`src/rtl/pws_pkg.sv`:
```
package pws_pkg;
  typedef enum logic [2:0] {
    ST_RUN  = 3'd0,
    ST_DOWN = 3'd1,
    ST_STAB = 3'd2,
    ST_RST  = 3'd3,
    ST_INTW = 3'd4
  } state_t;

  typedef enum logic [1:0] {
    WK_NONE   = 2'b00,
    WK_RST    = 2'b01,
    WK_IRQ    = 2'b10,
    WK_RESUME = 2'b11
  } wake_t;

  typedef enum logic [1:0] {
    P_RESUME = 2'd0,
    P_RST    = 2'd1,
    P_INT    = 2'd2
  } path_t;
endpackage

```
`src/rtl/pws_sync.sv`:
```
module pws_sync #(
  parameter int WIDTH  = 3,
  parameter int STAGES = 2
) (
  input  logic             clk_i,
  input  logic             rst_ni,
  input  logic [WIDTH-1:0] d_i,
  output logic [WIDTH-1:0] q_o
);
  // pins are active low: reset to the inactive level
  for (genvar b = 0; b < WIDTH; b++) begin : g_bit
    logic [STAGES-1:0] chain_q;
    always_ff @(posedge clk_i or negedge rst_ni) begin
      if (!rst_ni) chain_q <= '1;
      else         chain_q <= {chain_q[STAGES-2:0], d_i[b]};
    end
    assign q_o[b] = chain_q[STAGES-1];
  end
endmodule

```
`src/rtl/pws_stab_cnt.sv`:
```
module pws_stab_cnt #(
  parameter int STAB_CYCLES = 16
) (
  input  logic clk_i,
  input  logic rst_ni,
  input  logic load_i,
  output logic done_o
);
  localparam int CW = $clog2(STAB_CYCLES + 1);
  localparam logic [CW-1:0] LOAD_VAL = CW'(STAB_CYCLES - 1);

  logic [CW-1:0] cnt_q;

  always_ff @(posedge clk_i or negedge rst_ni) begin
    if (!rst_ni)            cnt_q <= '0;
    else if (load_i)        cnt_q <= LOAD_VAL;
    else if (cnt_q != '0)   cnt_q <= cnt_q - 1'b1;
  end

  assign done_o = (cnt_q == '0);


  stab_load_chk: assert property (@(posedge clk_i) disable iff (!rst_ni)
    load_i && (STAB_CYCLES > 1) |=> !done_o);
endmodule

```
`src/rtl/pws_fsm.sv`:
```
module pws_fsm
  import pws_pkg::*;
#(
  parameter int ALE_MIN = 2
) (
  input  logic       clk_i,
  input  logic       rst_ni,
  input  logic       pd_s_i,
  input  logic       rst_s_i,
  input  logic       int_s_i,
  input  logic       ale_i,
  input  logic       int_en_i,
  input  logic       in_isr_i,
  input  logic       stab_done_i,
  output logic       stab_load_o,
  output logic       clk_en_o,
  output logic       pad_float_o,
  output logic       core_rst_o,
  output logic       irq_o,
  output logic [1:0] wake_code_o
);
  localparam int AW = $clog2(ALE_MIN + 1);
  localparam logic [AW-1:0] ALE_LAST = AW'(ALE_MIN - 1);

  state_t        state_q, state_d;
  path_t         path_q, path_d;
  logic [AW-1:0] ale_cnt_q, ale_cnt_d;
  wake_t         code_q, code_d;
  logic          irq_q, irq_d;

  always_comb begin
    state_d     = state_q;
    path_d      = path_q;
    ale_cnt_d   = ale_cnt_q;
    code_d      = WK_NONE;
    irq_d       = 1'b0;
    stab_load_o = 1'b0;
    unique case (state_q)
      ST_RUN: if (!pd_s_i) state_d = ST_DOWN;
      ST_DOWN: if (pd_s_i) begin
        state_d     = ST_STAB;
        stab_load_o = 1'b1;
        // reset outranks interrupt
        if (!rst_s_i)      path_d = P_RST;
        else if (!int_s_i) path_d = P_INT;
        else               path_d = P_RESUME;
      end
      ST_STAB: begin
        if (!pd_s_i) state_d = ST_DOWN;
        else if (stab_done_i) begin
          unique case (path_q)
            P_RST: state_d = ST_RST;
            P_INT: begin
              state_d   = ST_INTW;
              ale_cnt_d = '0;
            end
            default: begin
              state_d = ST_RUN;
              code_d  = WK_RESUME;
            end
          endcase
        end
      end
      ST_RST: begin
        if (!pd_s_i) state_d = ST_DOWN;
        else if (rst_s_i) begin
          state_d = ST_RUN;
          code_d  = WK_RST;
        end
      end
      ST_INTW: begin
        if (!pd_s_i) state_d = ST_DOWN;
        else if (int_s_i) begin
          // pin released early: drop the count, plain resume
          state_d = ST_RUN;
          code_d  = WK_RESUME;
        end else if (ale_i) begin
          if (ale_cnt_q == ALE_LAST) begin
            state_d = ST_RUN;
            if (int_en_i && !in_isr_i) begin
              code_d = WK_IRQ;
              irq_d  = 1'b1;
            end else begin
              code_d = WK_RESUME;
            end
          end else begin
            ale_cnt_d = ale_cnt_q + 1'b1;
          end
        end
      end
      default: state_d = ST_RUN;
    endcase
  end

  always_ff @(posedge clk_i or negedge rst_ni) begin
    if (!rst_ni) begin
      state_q   <= ST_RUN;
      path_q    <= P_RESUME;
      ale_cnt_q <= '0;
      code_q    <= WK_NONE;
      irq_q     <= 1'b0;
    end else begin
      state_q   <= state_d;
      path_q    <= path_d;
      ale_cnt_q <= ale_cnt_d;
      code_q    <= code_d;
      irq_q     <= irq_d;
    end
  end

  assign clk_en_o    = (state_q == ST_RUN) || (state_q == ST_RST) || (state_q == ST_INTW);
  assign pad_float_o = (state_q == ST_DOWN) || (state_q == ST_STAB);
  assign core_rst_o  = (state_q == ST_RST);
  assign irq_o       = irq_q;
  assign wake_code_o = code_q;


  code_pulse_chk: assert property (@(posedge clk_i) disable iff (!rst_ni)
    (wake_code_o != WK_NONE) |=> (wake_code_o == WK_NONE));

  irq_code_chk: assert property (@(posedge clk_i) disable iff (!rst_ni)
    irq_o |-> (wake_code_o == WK_IRQ));

  irq_gate_chk: assert property (@(posedge clk_i) disable iff (!rst_ni)
    irq_o |-> $past(int_en_i && !in_isr_i && ale_i && !int_s_i));

  rst_release_chk: assert property (@(posedge clk_i) disable iff (!rst_ni)
    $fell(core_rst_o) |-> (wake_code_o == WK_RST) || pad_float_o);

  down_entry_chk: assert property (@(posedge clk_i) disable iff (!rst_ni)
    $rose(pad_float_o) |-> $past(!pd_s_i));
endmodule

```
`src/rtl/pwr_wake_seq.sv`:
```
module pwr_wake_seq #(
  parameter int STAB_CYCLES = 16,
  parameter int ALE_MIN     = 2,
  parameter int SYNC_STAGES = 2
) (
  input  logic       clk_i,
  input  logic       rst_ni,
  input  logic       pd_ni,
  input  logic       reset_ni,
  input  logic       int_ni,
  input  logic       ale_i,
  input  logic       int_en_i,
  input  logic       in_isr_i,
  output logic       clk_en_o,
  output logic       pad_float_o,
  output logic       core_rst_o,
  output logic       irq_o,
  output logic [1:0] wake_code_o
);
  logic [2:0] pins_s;
  logic       stab_load, stab_done;

  pws_sync #(.WIDTH(3), .STAGES(SYNC_STAGES)) sync_i (
    .clk_i (clk_i),
    .rst_ni(rst_ni),
    .d_i   ({int_ni, reset_ni, pd_ni}),
    .q_o   (pins_s)
  );

  pws_stab_cnt #(.STAB_CYCLES(STAB_CYCLES)) stab_i (
    .clk_i (clk_i),
    .rst_ni(rst_ni),
    .load_i(stab_load),
    .done_o(stab_done)
  );

  pws_fsm #(.ALE_MIN(ALE_MIN)) fsm_i (
    .clk_i      (clk_i),
    .rst_ni     (rst_ni),
    .pd_s_i     (pins_s[0]),
    .rst_s_i    (pins_s[1]),
    .int_s_i    (pins_s[2]),
    .ale_i      (ale_i),
    .int_en_i   (int_en_i),
    .in_isr_i   (in_isr_i),
    .stab_done_i(stab_done),
    .stab_load_o(stab_load),
    .clk_en_o   (clk_en_o),
    .pad_float_o(pad_float_o),
    .core_rst_o (core_rst_o),
    .irq_o      (irq_o),
    .wake_code_o(wake_code_o)
  );


  stab_gate_chk: assert property (@(posedge clk_i) disable iff (!rst_ni)
    $rose(clk_en_o) |-> $past(stab_done));
endmodule

```
`config.mk`:
```
export PLATFORM = sky130hd
export DESIGN_NAME = pwr_wake_seq
export DESIGN_NICKNAME = d
export VERILOG_FILES = /design/src/rtl/pws_pkg.sv /design/src/rtl/pws_sync.sv /design/src/rtl/pws_stab_cnt.sv /design/src/rtl/pws_fsm.sv /design/src/rtl/pwr_wake_seq.sv
export SDC_FILE = /design/constraint.sdc
export NUM_CORES = 1
export LEC_CHECK = 0
export CAP_MARGIN = 20
export CORE_UTILIZATION = 47
export CTS_BUF_LIST = sky130_fd_sc_hd__clkbuf_16
export DETAILED_ROUTE_END_ITERATION = 12
export GPL_ROUTABILITY_DRIVEN = 0
export PLACE_DENSITY = 0.82
export SETUP_SLACK_MARGIN = 0.4
export SLEW_MARGIN = 20
export SYNTH_ARGS = -nofsm -noshare
export SYNTH_HDL_FRONTEND = slang
export SYNTH_SLANG_ARGS = --single-unit
```
`constraint.sdc`:
```
create_clock -name clk_i -period 1.7 [get_ports clk_i]
set_clock_uncertainty 0.1 [all_clocks]
set_input_delay 0.255 -clock clk_i [delete_from_list [all_inputs] [get_ports clk_i]]
set_output_delay 0.255 -clock clk_i [all_outputs]
set_load 0.005 [all_outputs]
```
==> results.toml <==
[outcome]
status = "finished, violations left"
violations = "negative setup slack"

[cts]
cts.path.max_buffers = 2
cts_made_buffers = 3
clk_pin_slew_ns = 0.06
cts_hold_buf = 0
clkLatencyLatePin_ns = 0.25
tritoncts = "yes"
h-tree-depth = 1
cts.sinks = 21
root_buffer = "clkbuf_16"

[logic_synthesis]
synth_edf_count = 0
synth_area_leaders = "dfrtp_1, dfstp_2, ha_1, nand2_1, nor2_1"
yosys.cell_count.top_type = "dfrtp_1"
syn_area_per_cell_sq_um = 10.5
syn_inst = 99
yosysTopAreaCell = "dfrtp_1"
ys_top_cells_by_count = "dfrtp_1, nand2_1, nor2_1"
ys_seq_area_share_pct = 51.3
synth_top_area_share_pct = 36.1
syn-num-nets = 111
async_flop_share_pct = 100
yosysUniqueCellTypes = 41
synth_area_sq_um = 1040
ys.flop_type = "dfrtp_1"
yosys_warnings = 0
ys_seq_elements = 21

[timing]
hold-worst-slack_ns = 0.245
min_period_ns = 1.77
slew_headroom_pct = 80.5
fin_crit_sh_pct = 104
layout_setup_ws_ns = -0.0723
slew_viol_final = 0
fmax_mhz = 564
hold_viol = 0
setup_viol = 4
tightest_slew_ns = 0.293
rsz0062_at_grt = "yes"

[setup_path]
r2r_slack_ns = -0.07
crit_buf_inv = 1
endpoint_kind = "register"
crit_type = "reg2reg"
crit_arrival_ns = 1.81
startpoint_type = "register"
cp.required_ns = 1.74
critPathMaxFanout = 5
cp_cell_sequence = "inv_2 > ha_4 > or4b_4 > nor2_2 > a22oi_1 > o32ai_1"
critPathMaxStageDelay_ns = 0.52
crit_slowest_cell = "or4b_4"
cp_top_family = "simple AND/OR/NAND/NOR gates"

[pwr]
ir_drop_mv = 1.26
p_per_area_nw_per_um2 = 1550
leakage_uw = 0.000684

[finish]
drive_gt1_share_pct = 48.9
fillers = 122
layout.nets = 144
syn2layout_area_growth_pct = 51.9
antenna_cells = 0

[die]
coreArea_sq_um = 2020
die_w_microns = 49.0
placementRows = 16
num_io_pins = 14
start_util_pct = 51.4
die_h_microns = 49.0
dieArea_sq_um = 2400

[job]
cap_violations = 0

[global_routing]
grt_overflow = 0
antenna_found_initial = 0
grt_pass1_wl_mm = 3.81
grt_use_total_pct = 21.4
grt_pass1_vias = 834
grt_max_degree = 22

[hold_path]
hold_class = "in2async"

[place]
place_ws_ns = -0.0144
portBuffers = 13
dp.final_hpwl_mm = 1.43

[route]
routed_via_density = 5.81
drtAntennaViolNets = 0
drc_errors = 0
wl_mm = 2.83
first_iter_violations = 14
via_count = 918
firstDrtPassIters = 4
wl_per_cell_microns = 17.9
[worst reg2reg max path, cell delays in order, from the launching register on]
cell,delay (ns)
dfrtp_1,0.41
inv_2,0.10
ha_4,0.13
or4b_4,0.52
nor2_2,0.15
a22oi_1,0.10
o32ai_1,0.15
[logic make-up (layout without fill, tap and decap cells)]
group,after synthesis,after routing,share of synthesized area (%)
AND/OR/NAND/NOR,37,37,21.3
AO/OA/AOI/OAI,24,24,17.0
flip-flops,21,21,51.3
buffers and inverters,12,44,4.81
adder cells (fa/ha/maj),4,4,4.81
XOR/XNOR,1,1,0.843
[per-stage QoR]
| stage | utilization [%] | cell area, sq um | instances | setup TNS (ns) | total power [uW] |
|---|---|---|---|---|---|
| global placement | 62.8 | 1270 | 144 | 0 | 1440 |
| finish | 78.1 | 1580 | 158 | -0.172 | 2450 |
| CTS | 71.2 | 1440 | 155 | 0 | 2120 |
| global route | 78.1 | 1580 | 158 | -0.336 | 2570 |
| floorplan | - | 1060 | 99 | 0 | 1160 |
| detailed placement | 62.8 | 1270 | 144 | -0.0144 | 1470 |
[power by group]
part	leakage [uW]	switching [uW]	internal (uW)	total (uW)
registers	0.000253	120	610	730
logic	0.000391	571	659	1230
clock network	0.0000409	179	316	495
[layout by cell type, fill, tap and decap left out, drive strengths merged, types with 2 or more instances in the layout]
| cell | count |
|---|---|
| buf | 23 |
| dfrtp | 15 |
| nor2 | 9 |
| nand2 | 8 |
| clkdlybuf4s50 | 7 |
| inv | 7 |
| dfstp | 6 |
| o21ai | 5 |
| ha | 4 |
| clkbuf | 3 |
| dlygate4sd2 | 3 |
| a21oi | 3 |
| nor3 | 3 |
| nor2b | 3 |
| and2 | 2 |
| nand2b | 2 |
| a22o | 2 |
| o2bb2ai | 2 |
| a21boi | 2 |
| a2bb2oi | 2 |
[path summary, 6_finish.rpt]
path | from | to | depth (start not counted)
max | stab_i.cnt_q[0]$_DFFE_PN0P_ | fsm_i.wake_code_o[0]$_DFF_PN0_ | 6
min | rst_ni | stab_i.cnt_q[2]$_DFFE_PN0P_ | 2
max reg2reg | stab_i.cnt_q[0]$_DFFE_PN0P_ | fsm_i.wake_code_o[0]$_DFF_PN0_ | 6
min reg2reg | sync_i.g_bit[0].chain_q[0]$_DFF_PN1_ | sync_i.g_bit[0].chain_q[1]$_DFF_PN1_ | 0
max in group asynchronous | rst_ni | sync_i.g_bit[0].chain_q[1]$_DFF_PN1_ | 2
min in group clk_i | sync_i.g_bit[0].chain_q[0]$_DFF_PN1_ | sync_i.g_bit[0].chain_q[1]$_DFF_PN1_ | 0
[registers in the layout (all words and copies together) (netlist names)]
name,cells
sync_i.g_bit.chain_q,6
stab_i.cnt_q,5
fsm_i.state_q,3
fsm_i.ale_cnt_q,2
fsm_i.path_q,2
fsm_i.wake_code_o,2
fsm_i.irq_o,1
[what timing repair did]
action                                  4_1_cts  5_1_grt
pin swaps                                     8        8
gates cloned                                  0        1
resized for setup                            28       26
endpoints found under the setup margin       18       18
buffers inserted                              7        2
[metal layers]
layer  up-vias  part of all wire [%]  GRT usage (%)
met5         -                     0              0
met4         0                   2.8           7.35
met3        11                   4.7           4.98
met2        34                    50           36.1
met1       455                    42           26.9
li1        418                     -              -
[layout make-up]
class                   count  area (sq um)  area share [%]
inverters                   7          26.3            1.66
flip-flops and latches     21           534            33.8
repair buffers             33           294            18.6
clock inverters             1          5.00           0.317
multi-input cells          66           611            38.7
clock buffers               3          75.1            4.75
well taps                  27          33.8            2.14
Power figures use the tool's default switching activity.
